<file path="config.mk">
export PLATFORM = sky130hd
export DESIGN_NAME = blk_move_engine
export DESIGN_NICKNAME = d
export VERILOG_FILES = /design/src/rtl/blkmv_pkg.sv /design/src/rtl/blkmv_idx_step.sv /design/src/rtl/blkmv_seq.sv /design/src/rtl/blk_move_engine.sv
export SDC_FILE = /design/constraint.sdc
export NUM_CORES = 1
export LEC_CHECK = 0
export BUFFER_PORTS_ARGS = -buffer_cell sky130_fd_sc_hd__buf_4
export CAP_MARGIN = 20
export CORE_UTILIZATION = 51
export CTS_CLUSTER_DIAMETER = 120
export DETAILED_ROUTE_END_ITERATION = 12
export PLACE_DENSITY = 0.81
export SETUP_SLACK_MARGIN = 0.15
export SLEW_MARGIN = 10
export SYNTH_ARGS = -nofsm -noshare
export SYNTH_HDL_FRONTEND = slang
export SYNTH_SLANG_ARGS = --single-unit
</file>
<file path="constraint.sdc">
create_clock -name clk_i -period 3.2 [get_ports clk_i]
set_clock_uncertainty 0.05 [all_clocks]
set_input_delay 0.64 -clock clk_i [delete_from_list [all_inputs] [get_ports clk_i]]
set_output_delay 0.64 -clock clk_i [all_outputs]
set_load 0.01 [all_outputs]
</file>
<file path="src/rtl/blkmv_pkg.sv">
package blkmv_pkg;
  typedef enum logic [1:0] {
    ST_IDLE = 2'd0,
    ST_RD   = 2'd1,
    ST_WR   = 2'd2,
    ST_INT  = 2'd3
  } mv_state_e;
endpackage

</file>
<file path="src/rtl/blkmv_idx_step.sv">
module blkmv_idx_step #(
  parameter int IDX_W    = 16,
  parameter int NARROW_W = 8
) (
  input  logic [IDX_W-1:0] idx_i,
  input  logic             desc_i,
  input  logic             narrow_i,
  output logic [IDX_W-1:0] idx_o
);
  logic [IDX_W-1:0]    full_nxt;
  logic [NARROW_W-1:0] low_nxt;

  assign full_nxt = desc_i ? idx_i - 1'b1 : idx_i + 1'b1;
  assign low_nxt  = desc_i ? idx_i[NARROW_W-1:0] - 1'b1 : idx_i[NARROW_W-1:0] + 1'b1;

  generate
    if (NARROW_W < IDX_W) begin : g_split
      assign idx_o = narrow_i ? {idx_i[IDX_W-1:NARROW_W], low_nxt} : full_nxt;
    end else begin : g_same
      logic unused_narrow;
      assign unused_narrow = narrow_i ^ (|low_nxt);
      assign idx_o = full_nxt;
    end
  endgenerate
endmodule

</file>
<file path="src/rtl/blkmv_seq.sv">
module blkmv_seq
  import blkmv_pkg::*;
#(
  parameter int INT_CYC = 2
) (
  input  logic      clk_i,
  input  logic      rst_ni,
  input  logic      start_i,
  input  logic      rdy_i,
  input  logic      last_i,
  output mv_state_e state_o,
  output logic      load_o,
  output logic      rd_take_o,
  output logic      wr_take_o,
  output logic      done_o
);
  localparam int IC_W = (INT_CYC > 1) ? $clog2(INT_CYC) : 1;

  mv_state_e        state_q, state_d;
  logic [IC_W-1:0]  icnt_q;
  logic             icnt_end;
  logic             done_q;

  assign icnt_end  = (icnt_q == IC_W'(INT_CYC - 1));
  assign load_o    = (state_q == ST_IDLE) && start_i;
  assign rd_take_o = (state_q == ST_RD) && rdy_i;
  assign wr_take_o = (state_q == ST_WR) && rdy_i;

  always_comb begin
    state_d = state_q;
    unique case (state_q)
      ST_IDLE: if (start_i)   state_d = ST_RD;
      ST_RD:   if (rdy_i)     state_d = ST_WR;
      ST_WR:   if (rdy_i)     state_d = ST_INT;
      ST_INT:  if (icnt_end)  state_d = last_i ? ST_IDLE : ST_RD;
      default:                state_d = ST_IDLE;
    endcase
  end

  always_ff @(posedge clk_i or negedge rst_ni) begin
    if (!rst_ni) begin
      state_q <= ST_IDLE;
      icnt_q  <= '0;
      done_q  <= 1'b0;
    end else begin
      state_q <= state_d;
      icnt_q  <= (state_q == ST_INT && !icnt_end) ? icnt_q + 1'b1 : '0;
      done_q  <= (state_q == ST_INT) && icnt_end && last_i;
    end
  end

  assign state_o = state_q;
  assign done_o  = done_q;
endmodule

</file>
<file path="src/rtl/blk_move_engine.sv">
module blk_move_engine
  import blkmv_pkg::*;
#(
  parameter int BANK_W   = 8,
  parameter int IDX_W    = 16,
  parameter int NARROW_W = 8,
  parameter int DATA_W   = 8,
  parameter int INT_CYC  = 2
) (
  input  logic                    clk_i,
  input  logic                    rst_ni,
  input  logic                    start_i,
  input  logic                    desc_i,
  input  logic                    narrow_i,
  input  logic [BANK_W-1:0]       dst_bank_i,
  input  logic [BANK_W-1:0]       src_bank_i,
  input  logic [IDX_W-1:0]        cnt_i,
  input  logic [IDX_W-1:0]        src_idx_i,
  input  logic [IDX_W-1:0]        dst_idx_i,
  output logic                    mem_req_o,
  output logic                    mem_we_o,
  output logic [BANK_W+IDX_W-1:0] mem_addr_o,
  output logic [DATA_W-1:0]       mem_wdata_o,
  input  logic [DATA_W-1:0]       mem_rdata_i,
  input  logic                    mem_rdy_i,
  output logic                    busy_o,
  output logic                    done_o,
  output logic [IDX_W-1:0]        cnt_o,
  output logic [IDX_W-1:0]        src_idx_o,
  output logic [IDX_W-1:0]        dst_idx_o,
  output logic [BANK_W-1:0]       dbank_o
);
  mv_state_e         state;
  logic              load, rd_take, wr_take, last;
  logic [IDX_W-1:0]  cnt_q, src_idx_q, dst_idx_q;
  logic [IDX_W-1:0]  src_idx_nxt, dst_idx_nxt;
  logic [BANK_W-1:0] src_bank_q, dbank_q;
  logic [DATA_W-1:0] data_q;
  logic              desc_q, narrow_q;

  // count is already decremented when the internal cycles run
  assign last = (cnt_q == '1);

  blkmv_seq #(.INT_CYC(INT_CYC)) u_seq (
    .clk_i     (clk_i),
    .rst_ni    (rst_ni),
    .start_i   (start_i),
    .rdy_i     (mem_rdy_i),
    .last_i    (last),
    .state_o   (state),
    .load_o    (load),
    .rd_take_o (rd_take),
    .wr_take_o (wr_take),
    .done_o    (done_o)
  );

  blkmv_idx_step #(.IDX_W(IDX_W), .NARROW_W(NARROW_W)) u_src_step (
    .idx_i    (src_idx_q),
    .desc_i   (desc_q),
    .narrow_i (narrow_q),
    .idx_o    (src_idx_nxt)
  );

  blkmv_idx_step #(.IDX_W(IDX_W), .NARROW_W(NARROW_W)) u_dst_step (
    .idx_i    (dst_idx_q),
    .desc_i   (desc_q),
    .narrow_i (narrow_q),
    .idx_o    (dst_idx_nxt)
  );

  always_ff @(posedge clk_i or negedge rst_ni) begin
    if (!rst_ni) begin
      cnt_q      <= '0;
      src_idx_q  <= '0;
      dst_idx_q  <= '0;
      src_bank_q <= '0;
      dbank_q    <= '0;
      data_q     <= '0;
      desc_q     <= 1'b0;
      narrow_q   <= 1'b0;
    end else if (load) begin
      cnt_q      <= cnt_i;
      src_idx_q  <= src_idx_i;
      dst_idx_q  <= dst_idx_i;
      src_bank_q <= src_bank_i;
      dbank_q    <= dst_bank_i;
      desc_q     <= desc_i;
      narrow_q   <= narrow_i;
    end else if (rd_take) begin
      data_q     <= mem_rdata_i;
    end else if (wr_take) begin
      cnt_q      <= cnt_q - 1'b1;
      src_idx_q  <= src_idx_nxt;
      dst_idx_q  <= dst_idx_nxt;
    end
  end

  // port driven from state and registers only: stable while waiting on ready
  assign mem_req_o   = (state == ST_RD) || (state == ST_WR);
  assign mem_we_o    = (state == ST_WR);
  assign mem_addr_o  = (state == ST_RD) ? {src_bank_q, src_idx_q} : {dbank_q, dst_idx_q};
  assign mem_wdata_o = data_q;

  assign busy_o    = (state != ST_IDLE);
  assign cnt_o     = cnt_q;
  assign src_idx_o = src_idx_q;
  assign dst_idx_o = dst_idx_q;
  assign dbank_o   = dbank_q;
endmodule

</file>
### Word-level counts from Yosys, hierarchy flattened

Index checks and enable logic that the tools add are counted.

* flip-flop bits (word level): 78
* logic and storage cells: 72
* output and inout bits: 92
* input port bits: 78

* equal/unequal tests: 10
* bitwise gates (word level): 1
* reductions and logical operators: 15
* muxes and demuxes: 23
* add/subtract/negate cells: 10

Operators by type and width (number)
* 16-bit two-way mux: 13
* 16-bit by 1-bit subtractor with 16-bit output, second input constant: 3
* 16-bit by 1-bit adder with 16-bit output, second input constant: 2
* 24-bit two-way mux: 1
* 8-bit by 1-bit adder with 8-bit output, second input constant: 2
* 16-bit == test, second input constant: 1
* 8-bit two-way mux: 2
* 8-bit by 1-bit subtractor with 8-bit output, second input constant: 2
* 2-bit two-way mux: 4
* 2-bit inequality test, second input constant: 4
* 2-bit one-hot mux with 4 select lines: 1
* 1-bit logical AND: 6
* 2-bit == test, second input constant: 2
* 2-bit by 1-bit inequality test with 1-bit output, second input constant: 2
* 2-bit AND reduction: 2
* 4-bit AND reduction: 1
* 2-bit nonzero test: 2
* 3-bit AND reduction: 1
* 2-bit by 1-bit == test with 1-bit output, second input constant: 1
* 2-bit logical NOT: 1
* 1-bit two-way mux: 2
* 1-bit adder, second input constant: 1
* 1-bit logical NOT: 1
* 1-bit logical OR: 1
* 1-bit inverter: 1

### Longest topological paths before layout

Gate-level depths: netlist of the first run.

* word-level depth: 6
* depth in mapped cells: 9
* gate-level depth less buffers: 9

### Cells and area by module

From an unflattened synthesis of the first run, not the netlist that was laid out.

* cell total of the unflattened synthesis: 593
* area total of the unflattened synthesis: 5634.2 um^2

By module, submodules not included
* blk_move_engine: times used 1, seq. area each 1851.8 um^2, cells an instance 331, area an instance 3707.3 um^2
* blkmv_idx_step (u_dst_step): times used 1, seq. area each 0.0 um^2, cells an instance 121, area an instance 857.1 um^2
* blkmv_idx_step (u_src_step): times used 1, seq. area each 0.0 um^2, cells an instance 117, area an instance 799.5 um^2
* blkmv_seq: times used 1, seq. area each 100.1 um^2, cells an instance 24, area an instance 270.3 um^2

### Least setup slack after synthesis of the first run

Ideal clock, no wire load.

* path kind: reg2reg
* start: register desc_q
* end: register dst_idx_q[10], in the netlist dst_idx_o[10]
* data required time: 3.073 ns
* library setup time: 0.077 ns
* path slack: 0.452 ns
* arrival: 2.621 ns
* stages on the path, launching flop included: 10
* period minus slack after synthesis: 2.748 ns
* path through: dfrtp_1 -> inv_1 -> fa_1 -> nor2b_1 -> o21bai_1 -> a21oi_1 -> o21ai_0 -> a21bo_2 -> mux2_2 -> a21oi_1

* longest elaborated chain between the ends: 5

Ends and longest elaborated chain
* start, declared: RTL line blk_move_engine.sv:39 `logic desc_q, narrow_q;`
* start signal, assigned: RTL line blk_move_engine.sv:87 `desc_q <= desc_i;`
* 16-bit two-way mux: RTL line blkmv_idx_step.sv:13 `assign full_nxt = desc_i ? idx_i - 1'b1 : idx_i + 1'b1;`
* 16-bit two-way mux: RTL line blkmv_idx_step.sv:18 `assign idx_o = narrow_i ? {idx_i[IDX_W-1:NARROW_W], low_nxt} : full_nxt;`
* 16-bit two-way mux: RTL line blk_move_engine.sv:91 `end else if (wr_take) begin`
* 16-bit two-way mux: RTL line blk_move_engine.sv:89 `end else if (rd_take) begin`
* 16-bit two-way mux: RTL line blk_move_engine.sv:81 `end else if (load) begin`
* end signal, assigned: RTL line blk_move_engine.sv:84 `dst_idx_q <= dst_idx_i;`
* end signal, assigned: RTL line blk_move_engine.sv:94 `dst_idx_q <= dst_idx_nxt;`
* end, declared: RTL line blk_move_engine.sv:35 `logic [IDX_W-1:0] cnt_q, src_idx_q, dst_idx_q;`

Every way passes these cells. The select of a mux whose other input is x is not followed.
A chain may end at the register's enable or synchronous reset.

### Final worst setup path of the first run

* start: register u_seq.state_q[1], in the netlist u_seq.state_o[1]
* end: output mem_addr_o[5]

* longest elaborated chain between the ends: 2

Ends and longest elaborated chain
* start, declared: RTL line blkmv_seq.sv:19 `mv_state_e state_q, state_d;`
* start signal, assigned: RTL line blkmv_seq.sv:46 `state_q <= state_d;`
* 2-bit by 1-bit == test with 1-bit output: RTL line blk_move_engine.sv:101 `assign mem_addr_o = (state == ST_RD) ? {src_bank_q, src_idx_q} : {dbank_q, dst_idx_q};`
* 24-bit two-way mux: RTL line blk_move_engine.sv:101
* end, declared: RTL line blk_move_engine.sv:22 `output logic [BANK_W+IDX_W-1:0] mem_addr_o,`

Every way passes these cells.

==> flow_metrics.env, run 1 <==
export IMPL_status="finished, final reports clean"
export IMPL_slew_violations=0
export IMPL_synth_most_common_cell="nand2_1"
export IMPL_root_buffer="clkbuf_8"
export IMPL_clkPwrFrac_pct=10.1
export IMPL_synthArstFlopShare_pct=100
export IMPL_startpoint_type="register"
export IMPL_seq_area_frac_synth_pct=38.6
export IMPL_cpMostUsedCell="buf_4"
export IMPL_synth_common_cells="nand2_1 (108), dfrtp_1 (78), o21ai_0 (51)"
export IMPL_hp_class="input pin to async pin"
export IMPL_fin_crit_sh_pct=86.2
export IMPL_synth_top_family_by_area="simple AND/OR/NAND/NOR gates"
export IMPL_synth_simple_gate_area_share_pct=18.4
export IMPL_dp_slack_ps=653
export IMPL_dieArea_sq_um=10300
export IMPL_synth_mux_area_share_pct=7.49
export IMPL_vias_per_cell=5.58
export IMPL_tns_ps=0
export IMPL_p_leak_uw=0.00325
export IMPL_area_growth_pct=32.6
export IMPL_insertedDiodeCount=0
export IMPL_io_buffers=169
export IMPL_final_nets=861
export IMPL_swShare_pct=45.4
export IMPL_ioPinCount=170
export IMPL_seqPwrFrac_pct=24.9
export IMPL_rsz0062_at_grt="no"
export IMPL_path_class="register to output pin"
export IMPL_yosys_top_cells_area="dfrtp_1 (39%), ha_1 (8.7%), nand2_1 (8.0%)"
export IMPL_drt_initial_drc_count=200
export IMPL_combPwrFrac_pct=65.0
export IMPL_path_cells="inv_1 > ha_1 > buf_4 > mux2_2 > buf_4"
export IMPL_drt_antenna_violating_nets=0
export IMPL_fin_util_pct=71.3
export IMPL_power_switching_uw=3660
export IMPL_path_delay_family="buffers and inverters"
export IMPL_row_count=35
export IMPL_firstDrtPassIters=4
export IMPL_setup_ws_ps=443
export IMPL_via_count=4906
export IMPL_relSlewSlack_pct=53.6
export IMPL_drcViolationCount=0
export IMPL_gr_total_overflow=0
export IMPL_grt_pass1_wl_um=23400
export IMPL_worstMarginPinSlew_ps=697
export IMPL_critPathBufInv=3
export IMPL_ctsHoldBuffers=0
export IMPL_p_per_area_nw_per_um2=1200
export IMPL_drv_cap=0
export IMPL_cts_htree_levels=3
export IMPL_hpwl_um=10700
export IMPL_core_area_sq_um=9420
export IMPL_synth_distinct_cells=51
export IMPL_wl_per_cell_um=16.3
export IMPL_synth_edf_count=0
export IMPL_cts_tree="built"
export IMPL_numCtsBuffers=9
export IMPL_synth_fa_ha_area_share_pct=9.44
export IMPL_synth_area_sq_um=5060
export IMPL_cts_resized=0
export IMPL_die_height_um=102
export IMPL_yosysWarnings=0
export IMPL_cp_max_fo=26
export IMPL_drive_gt1_share_pct=31.7
export IMPL_clock_sinks=78
export IMPL_min_period_ps=2760
export IMPL_clk_path_buf_depth=2
export IMPL_finalHoldViolCount=0
export IMPL_crit_arrival_ps=2070
export IMPL_max_freq_mhz=363
export IMPL_finalWirelength_um=14300
export IMPL_place_congestion=0.903
export IMPL_netlist_instances=579
export IMPL_cp_end_kind="output pin"
export IMPL_clk_pin_slew_worst_paths_ps=90
export IMPL_max_stage_delay_ps=420
export IMPL_synth_top_area_share_pct=38.6
export IMPL_ys_flop_type="dfrtp_1"
export IMPL_clk_latency_ps=360
export IMPL_avgSynthCellArea_sq_um=8.74
export IMPL_synth_compound_area_share_pct=16.9
export IMPL_grt_start_max_net_pins=79
export IMPL_cp_required_ps=2510
export IMPL_cts_setup_buffers=0
export IMPL_p_int_uw=4400
export IMPL_netlist_top_cell_by_area="dfrtp_1"
export IMPL_antenna_found_initial=0
export IMPL_syn_num_nets=694
export IMPL_die_x_um=102
export IMPL_grt_pass1_vias=4840
export IMPL_grt_total_usage_pct=29.3
export IMPL_finalSetupViolCount=0
export IMPL_cpMaxStageDelayCell="dfrtp_1"
export IMPL_ir_drop_mv=0.701
export IMPL_yosys_area_share_xor_xnor_pct=6.40
export IMPL_ys_ff_latch=78
export IMPL_initial_core_util_pct=53.8
export IMPL_r2r_slack_ps=600
[cell usage in the layout, fill, tap and decap left out, types with 3 or more instances in the layout]
master,Yosys,layout
a22oi_1,3,3
dfrtp_1,78,78
clkbuf_8,0,11
o21bai_1,3,3
a31oi_1,9,9
o22ai_1,3,3
and3_1,7,7
a311oi_1,3,3
ha_1,35,35
nand3_1,9,9
nor4_1,4,4
mux2_2,31,31
nor2_1,45,45
nor3_1,9,9
inv_1,13,13
a21o_1,9,9
a31o_2,3,3
nor2b_1,5,5
mux2i_1,3,3
nand2_1,108,108
nand2b_1,4,4
inv_6,0,3
a21oi_1,47,47
buf_4,0,179
xnor2_1,28,28
xor2_1,9,9
or3_1,3,3
o21ai_0,51,51
nand4_1,6,6
[area by class of cell]
| type | instances | area (sq um) |
|---|---|---|
| clock inverter | 5 | 63.8 |
| multi-input combinational | 464 | 2970 |
| fill | 764 | 2700 |
| inverter | 13 | 48.8 |
| sequential | 78 | 1950 |
| timing repair buffer | 180 | 1360 |
| clock buffer | 11 | 151 |
| tap | 129 | 161 |
[registers in the layout, summed over array words and instances, names as in the netlist]
register and cells:
cnt_o 16, dst_idx_o 16, src_idx_o 16, dbank_o 8, mem_wdata_o 8, src_bank_q 8
u_seq.state_o 2, desc_q 1, narrow_q 1, u_seq.done_o 1, u_seq.icnt_end 1
[kinds of logic after synthesis]
logic type	Yosys count
muxes	34
AOI/OAI and AO/OA	146
and+or+nand+nor	210
adders and majority gates	37
buffers and inverters	37
DFF	78
xor gates and xnor gates	37
[path summary, 6_finish.rpt]
path / startpoint / to / cells past startpoint
worst min register to register: u_seq.icnt_end / u_seq.icnt_end / 1
worst min-delay path: rst_ni / mem_wdata_o[1] / 1
max in group asynchronous: rst_ni / cnt_o[3] / 2
worst max register to register: desc_q / dst_idx_o[10] / 10
worst max-delay path: u_seq.state_o[1] / mem_addr_o[5] / 5
min in group clk_i: u_seq.icnt_end / u_seq.icnt_end / 1
[power groups by stage]
stage / clock network, uW / logic [uW] / registers [uW]
final: 814 / 5240 / 2010
after CTS: 816 / 5230 / 2000
after global routing: 870 / 5840 / 2070
after floorplan: 0 / 3230 / 2060
after detailed placement: 0 / 5190 / 2020
after global placement: 0 / 5040 / 1990
[metal layers]
| layer | GRT usage [%] | up-vias | routed length (um) |
|---|---|---|---|
| li1 | - | 2366 | - |
| met1 | 38.7 | 2330 | 6130 |
| met2 | 47.1 | 176 | 6810 |
| met3 | 5.18 | 34 | 883 |
| met4 | 12.8 | 0 | 498 |
| met5 | 0 | - | 0 |
[per-stage QoR]
stage,hold WS (ps),cells,area [sq um],power (uW)
global placement,372,863,6480,7020
floorplan,294,579,5060,5300
finish,185,880,6710,8070
detailed placement,391,863,6480,7210
CTS,403,879,6690,8040
global route,201,880,6710,8780
No activity file was read; power rests on OpenSTA's default activity.
==> inputs of run 2 (changes only) <==
REMOVE_ABC_BUFFERS = 1   (was unset)
==> run 2 against run 1 <==
- non-clock buffer count fell by 1
- highest routed layer unchanged
- critical endpoint is now src_idx_o[15]
- via count rose by 0.84%
- worst hold slack got worse by 110 ps
==> flow_metrics.env, run 2 (synthesis gave the netlist of run 1 again) <==
export IMPL_relSlewSlack_pct=61.9
export IMPL_cp_end_kind="register"
export IMPL_antenna_found_initial=0
export IMPL_finalHoldViolCount=0
export IMPL_hpwl_um=10100
export IMPL_status="finished, final reports clean"
export IMPL_path_cells="buf_4 > ha_1 > a21oi_1 > o21ai_0 > a21oi_1 > o21bai_1 > xnor2_1 > or3_1 > a31oi_1"
export IMPL_via_count=4947
export IMPL_max_freq_mhz=360
export IMPL_cpMaxStageDelayCell="dfrtp_1"
export IMPL_dp_cells=862
export IMPL_min_period_ps=2780
export IMPL_final_nets=860
export IMPL_fin_util_pct=71.4
export IMPL_initial_core_util_pct=53.8
export IMPL_layout_common_cells="buf_4 (177), nand2_1 (108), dfrtp_1 (78)"
export IMPL_crit_arrival_ps=2990
export IMPL_gr_total_overflow=0
export IMPL_rsz0062_at_grt="no"
export IMPL_ioPinCount=170
export IMPL_numCtsBuffers=9
export IMPL_dpl_cell_area_sq_um=6480
export IMPL_cts_tree="built"
export IMPL_drcViolationCount=0
export IMPL_fin_cells=878
export IMPL_cp_max_fo=15
export IMPL_fin_crit_sh_pct=86.8
export IMPL_clk_latency_ps=360
export IMPL_ctsHoldBuffers=0
export IMPL_drive_gt1_share_pct=31.5
export IMPL_startpoint_type="register"
export IMPL_drt_antenna_violating_nets=0
export IMPL_design_area_sq_um=6720
export IMPL_clk_pin_slew_worst_paths_ps=90
export IMPL_ir_drop_mv=0.683
export IMPL_cts_htree_levels=3
export IMPL_r2r_slack_ps=420
export IMPL_max_stage_delay_ps=390
export IMPL_fillers=745
export IMPL_worstMarginPinSlew_ps=563
export IMPL_path_delay_family="compound AO/OA/AOI/OAI gates"
export IMPL_holdWs_ps=77.7
export IMPL_grt_pass1_vias=4679
export IMPL_grt_total_usage_pct=27.6
export IMPL_core_area_sq_um=9420
export IMPL_finalWirelength_um=14100
export IMPL_die_x_um=102
export IMPL_cts_setup_buffers=0
export IMPL_cp_required_ps=3410
export IMPL_clk_path_buf_depth=2
export IMPL_io_buffers=169
export IMPL_die_height_um=102
export IMPL_grt_start_max_net_pins=79
export IMPL_p_leak_uw=0.00325
export IMPL_critPathBufInv=1
export IMPL_path_class="register to register"
export IMPL_p_per_area_nw_per_um2=1200
export IMPL_hp_class="input pin to async pin"
export IMPL_place_congestion=0.903
export IMPL_final_common_cell="buf_4"
export IMPL_insertedDiodeCount=0
export IMPL_finalSetupViolCount=0
export IMPL_wl_per_cell_um=16.1
export IMPL_drt_initial_drc_count=255
export IMPL_firstDrtPassIters=5
export IMPL_grt_pass1_wl_um=22400
export IMPL_row_count=35
export IMPL_drv_cap=0
export IMPL_dieArea_sq_um=10300
export IMPL_cts_resized=0
export IMPL_vias_per_cell=5.63
export IMPL_power_uw=8090
export IMPL_area_growth_pct=32.7
export IMPL_slew_violations=0
export IMPL_clock_sinks=78
export IMPL_cpMostUsedCell="a21oi_1"
export IMPL_root_buffer="clkbuf_8"
[run 2: cell types whose count changed in the layout (fill, tap and decap cells not counted)]
cell	delta
inv_6	-3
buf_4	-2
clkinv_2	+2
clkinv_4	+2
clkbuf_8	-2
clkinvlp_4	-1
bufinv_16	+1
buf_16	+1
[run 2: path summary, 6_finish.rpt]
check,startpoint,endpoint,depth (start not counted)
setup / recovery,desc_q,src_idx_o[15],9
hold / removal,rst_ni,src_idx_o[0],1
setup reg to reg,desc_q,src_idx_o[15],9
hold reg to reg,u_seq.icnt_end,u_seq.icnt_end,1
max in group asynchronous,rst_ni,dst_idx_o[1],2
min in group clk_i,u_seq.icnt_end,u_seq.icnt_end,1
[run 2: layer usage]
| layer | GRT usage (%) | wire (um) | vias to the layer above |
|---|---|---|---|
| met5 | 0 | 0 | - |
| met4 | 9.92 | 306 | 0 |
| met3 | 4.28 | 945 | 34 |
| met2 | 45.5 | 6850 | 229 |
| met1 | 36.9 | 6020 | 2311 |
| li1 | - | - | 2373 |
[run 2: cell type report]
class	instances	area, sq um	share of cell area [%]
sequential	78	1950	29.0
multi-input combinational	464	2970	44.2
clock inverter	6	87.6	1.30
tap	129	161	2.40
clock buffer	9	124	1.84
timing repair buffer	179	1380	20.5
inverter	13	48.8	0.726
[run 2: stage by stage]
| stage | setup WS [ps] | setup TNS [ps] |
|---|---|---|
| after floorplan | -106 | -161 |
| after global placement | 740 | 0 |
| after detailed placement | 589 | 0 |
| after CTS | 486 | 0 |
| after global routing | 303 | 0 |
| final | 422 | 0 |
[run 2: power breakdown]
part,switching (uW),leakage (uW),internal [uW]
Clock,380,0.000109,435
Sequential,527,0.000954,1460
Combinational,2740,0.00219,2540
Total,3650,0.00325,4440
==> inputs of run 3 (changes only) <==
RECOVER_POWER = 100   (was unset)
clock period = 3.02 ns   (was 3.2 ns; I/O delays follow)
==> run 3 against run 2 <==
- the flow now finishes with violations (capacitance limit, slew limit)
- register-to-register slack lost 50 ps
- sequential cell count unchanged
- sequential power up 6%
- sequential share of layout area grew 1.7 points
- final cell count up 0.23%
- combinational power is 5.1% lower
- non-clock buffer count grew 1
- worst setup slack got worse by 47 ps
- clock-buffer cell count grew 1
- design area down 5.6%
- maximum frequency grew 5.0%
==> flow_metrics.env, run 3 (synthesis gave the netlist of run 1 again) <==
export IMPL_root_buffer="clkbuf_8"
export IMPL_cpMaxStageDelayCell="dfrtp_1"
export IMPL_swShare_pct=48.2
export IMPL_design_area_sq_um=6340
export IMPL_min_period_ps=2650
export IMPL_rsz0062_at_grt="no"
export IMPL_path_cells="buf_4 > ha_1 > a21oi_1 > o21ai_0 > a21oi_1 > o31ai_1 > a311oi_1 > a41o_1 > a21oi_1"
export IMPL_max_freq_mhz=378
export IMPL_firstDrtPassIters=5
export IMPL_insertedDiodeCount=0
export IMPL_numCtsBuffers=9
export IMPL_p_leak_uw=0.00289
export IMPL_layout_common_cells="nand2_1 (108), clkbuf_1 (93), buf_4 (84)"
export IMPL_p_int_uw=4100
export IMPL_fin_cells=880
export IMPL_clk_path_buf_depth=2
export IMPL_grt_total_usage_pct=27.3
export IMPL_status="finished, violations left"
export IMPL_cpMostUsedCell="a21oi_1"
export IMPL_power_uw=7920
export IMPL_p_per_area_nw_per_um2=1250
export IMPL_r2r_slack_ps=370
export IMPL_antenna_found_initial=0
export IMPL_area_growth_pct=25.3
export IMPL_dpl_cell_area_sq_um=6500
export IMPL_worstMarginPinSlew_ps=1610
export IMPL_core_area_sq_um=9420
export IMPL_max_stage_delay_ps=420
export IMPL_finalHoldViolCount=0
export IMPL_wl_per_cell_um=15.7
export IMPL_hp_class="input pin to async pin"
export IMPL_place_congestion=0.896
export IMPL_seqPwrFrac_pct=26.5
export IMPL_ioPinCount=170
export IMPL_cts_setup_buffers=0
export IMPL_startpoint_type="register"
export IMPL_die_x_um=102
export IMPL_clkPwrFrac_pct=10.3
export IMPL_drt_initial_drc_count=194
export IMPL_io_buffers=169
export IMPL_dieArea_sq_um=10300
export IMPL_cp_end_kind="register"
export IMPL_finalWirelength_um=13800
export IMPL_die_height_um=102
export IMPL_holdWs_ps=252
export IMPL_clk_pin_slew_worst_paths_ps=90
export IMPL_cts_htree_levels=3
export IMPL_clk_latency_ps=350
export IMPL_hpwl_um=10200
export IMPL_violations="capacitance limit, slew limit"
export IMPL_fin_crit_sh_pct=87.6
export IMPL_gr_total_overflow=0
export IMPL_initial_core_util_pct=53.8
export IMPL_vias_per_cell=5.56
export IMPL_grt_start_max_net_pins=79
export IMPL_setup_ws_ps=375
export IMPL_path_class="register to register"
export IMPL_ctsHoldBuffers=0
export IMPL_relSlewSlack_pct=-7.11
export IMPL_grt_pass1_wl_um=22300
export IMPL_drv_cap=1
export IMPL_drive_gt1_share_pct=18.9
export IMPL_via_count=4896
export IMPL_ir_drop_mv=0.626
export IMPL_final_nets=861
export IMPL_power_switching_uw=3820
export IMPL_finalSetupViolCount=0
export IMPL_final_common_cell="nand2_1"
export IMPL_cts_resized=0
export IMPL_critPathBufInv=1
export IMPL_cp_max_fo=15
export IMPL_crit_arrival_ps=2830
export IMPL_cts_tree="built"
export IMPL_fillers=820
export IMPL_drt_antenna_violating_nets=0
export IMPL_dp_slack_ps=360
export IMPL_path_delay_family="compound AO/OA/AOI/OAI gates"
export IMPL_dp_cells=863
export IMPL_slew_violations=65
export IMPL_grt_pass1_vias=4728
export IMPL_row_count=35
export IMPL_clock_sinks=78
export IMPL_cp_required_ps=3200
export IMPL_drcViolationCount=0
export IMPL_combPwrFrac_pct=63.2
-- run 3: cell types whose count changed in the layout (fill, tap and decap cells not counted), moves of 2 or more --
cell / previous run / this run
clkbuf_1: 0 / 93
clkbuf_2: 0 / 3
clkinv_2: 2 / 0
o21ai_2: 2 / 0
o21ai_0: 51 / 53
clkinvlp_4: 0 / 2
buf_4: 177 / 84
-- run 3: area by class of cell --
type | instances | area (sq um) | share of cell area, %
clock buffers | 10 | 128 | 2.01
clock inverters | 6 | 71.3 | 1.12
inverters | 13 | 48.8 | 0.769
multi-input cells | 464 | 2970 | 46.8
flip-flops and latches | 78 | 1950 | 30.8
well taps | 129 | 161 | 2.54
repair buffers | 180 | 1010 | 15.9
-- run 3: power by group through the flow --
stage               clock network [uW]  registers, uW  logic, uW
floorplan                            0           2190       3380
global placement                     0           2080       5310
detailed placement                   0           2110       5500
CTS                                820           2100       5530
global route                       864           2170       5570
finish                             814           2100       5010
-- run 3: worst paths after layout --
kind / endpoint / cells after the start / startpoint
max: src_idx_o[13] / 9 / desc_q
min: src_idx_o[2] / 1 / rst_ni
max reg2reg: src_idx_o[13] / 9 / desc_q
min reg2reg: u_seq.icnt_end / 1 / u_seq.icnt_end
max in group asynchronous: dst_idx_o[10] / 2 / rst_ni
min in group clk_i: dbank_o[4] / 3 / dst_bank_i[4]
-- run 3: routing by layer --
metal  wire, um  share of wire [%]  up-vias  global-route usage, %
met1       5950                 43     2298                   36.0
met3        960                7.0       21                   4.21
met5          0                  0        -                      0
met2       6650                 48      205                   46.2
li1           -                  -     2372                      -
met4        214                1.6        0                   8.36
-- run 3: stage by stage --
stage | utilization, % | setup TNS [ps]
6_report | 67.4 | 0
5_1_grt | 67.4 | 0
4_1_cts | 71.2 | 0
3_5_place_dp | 69.0 | 0
3_3_place_gp | 69.0 | 0
2_1_floorplan | - | -1790
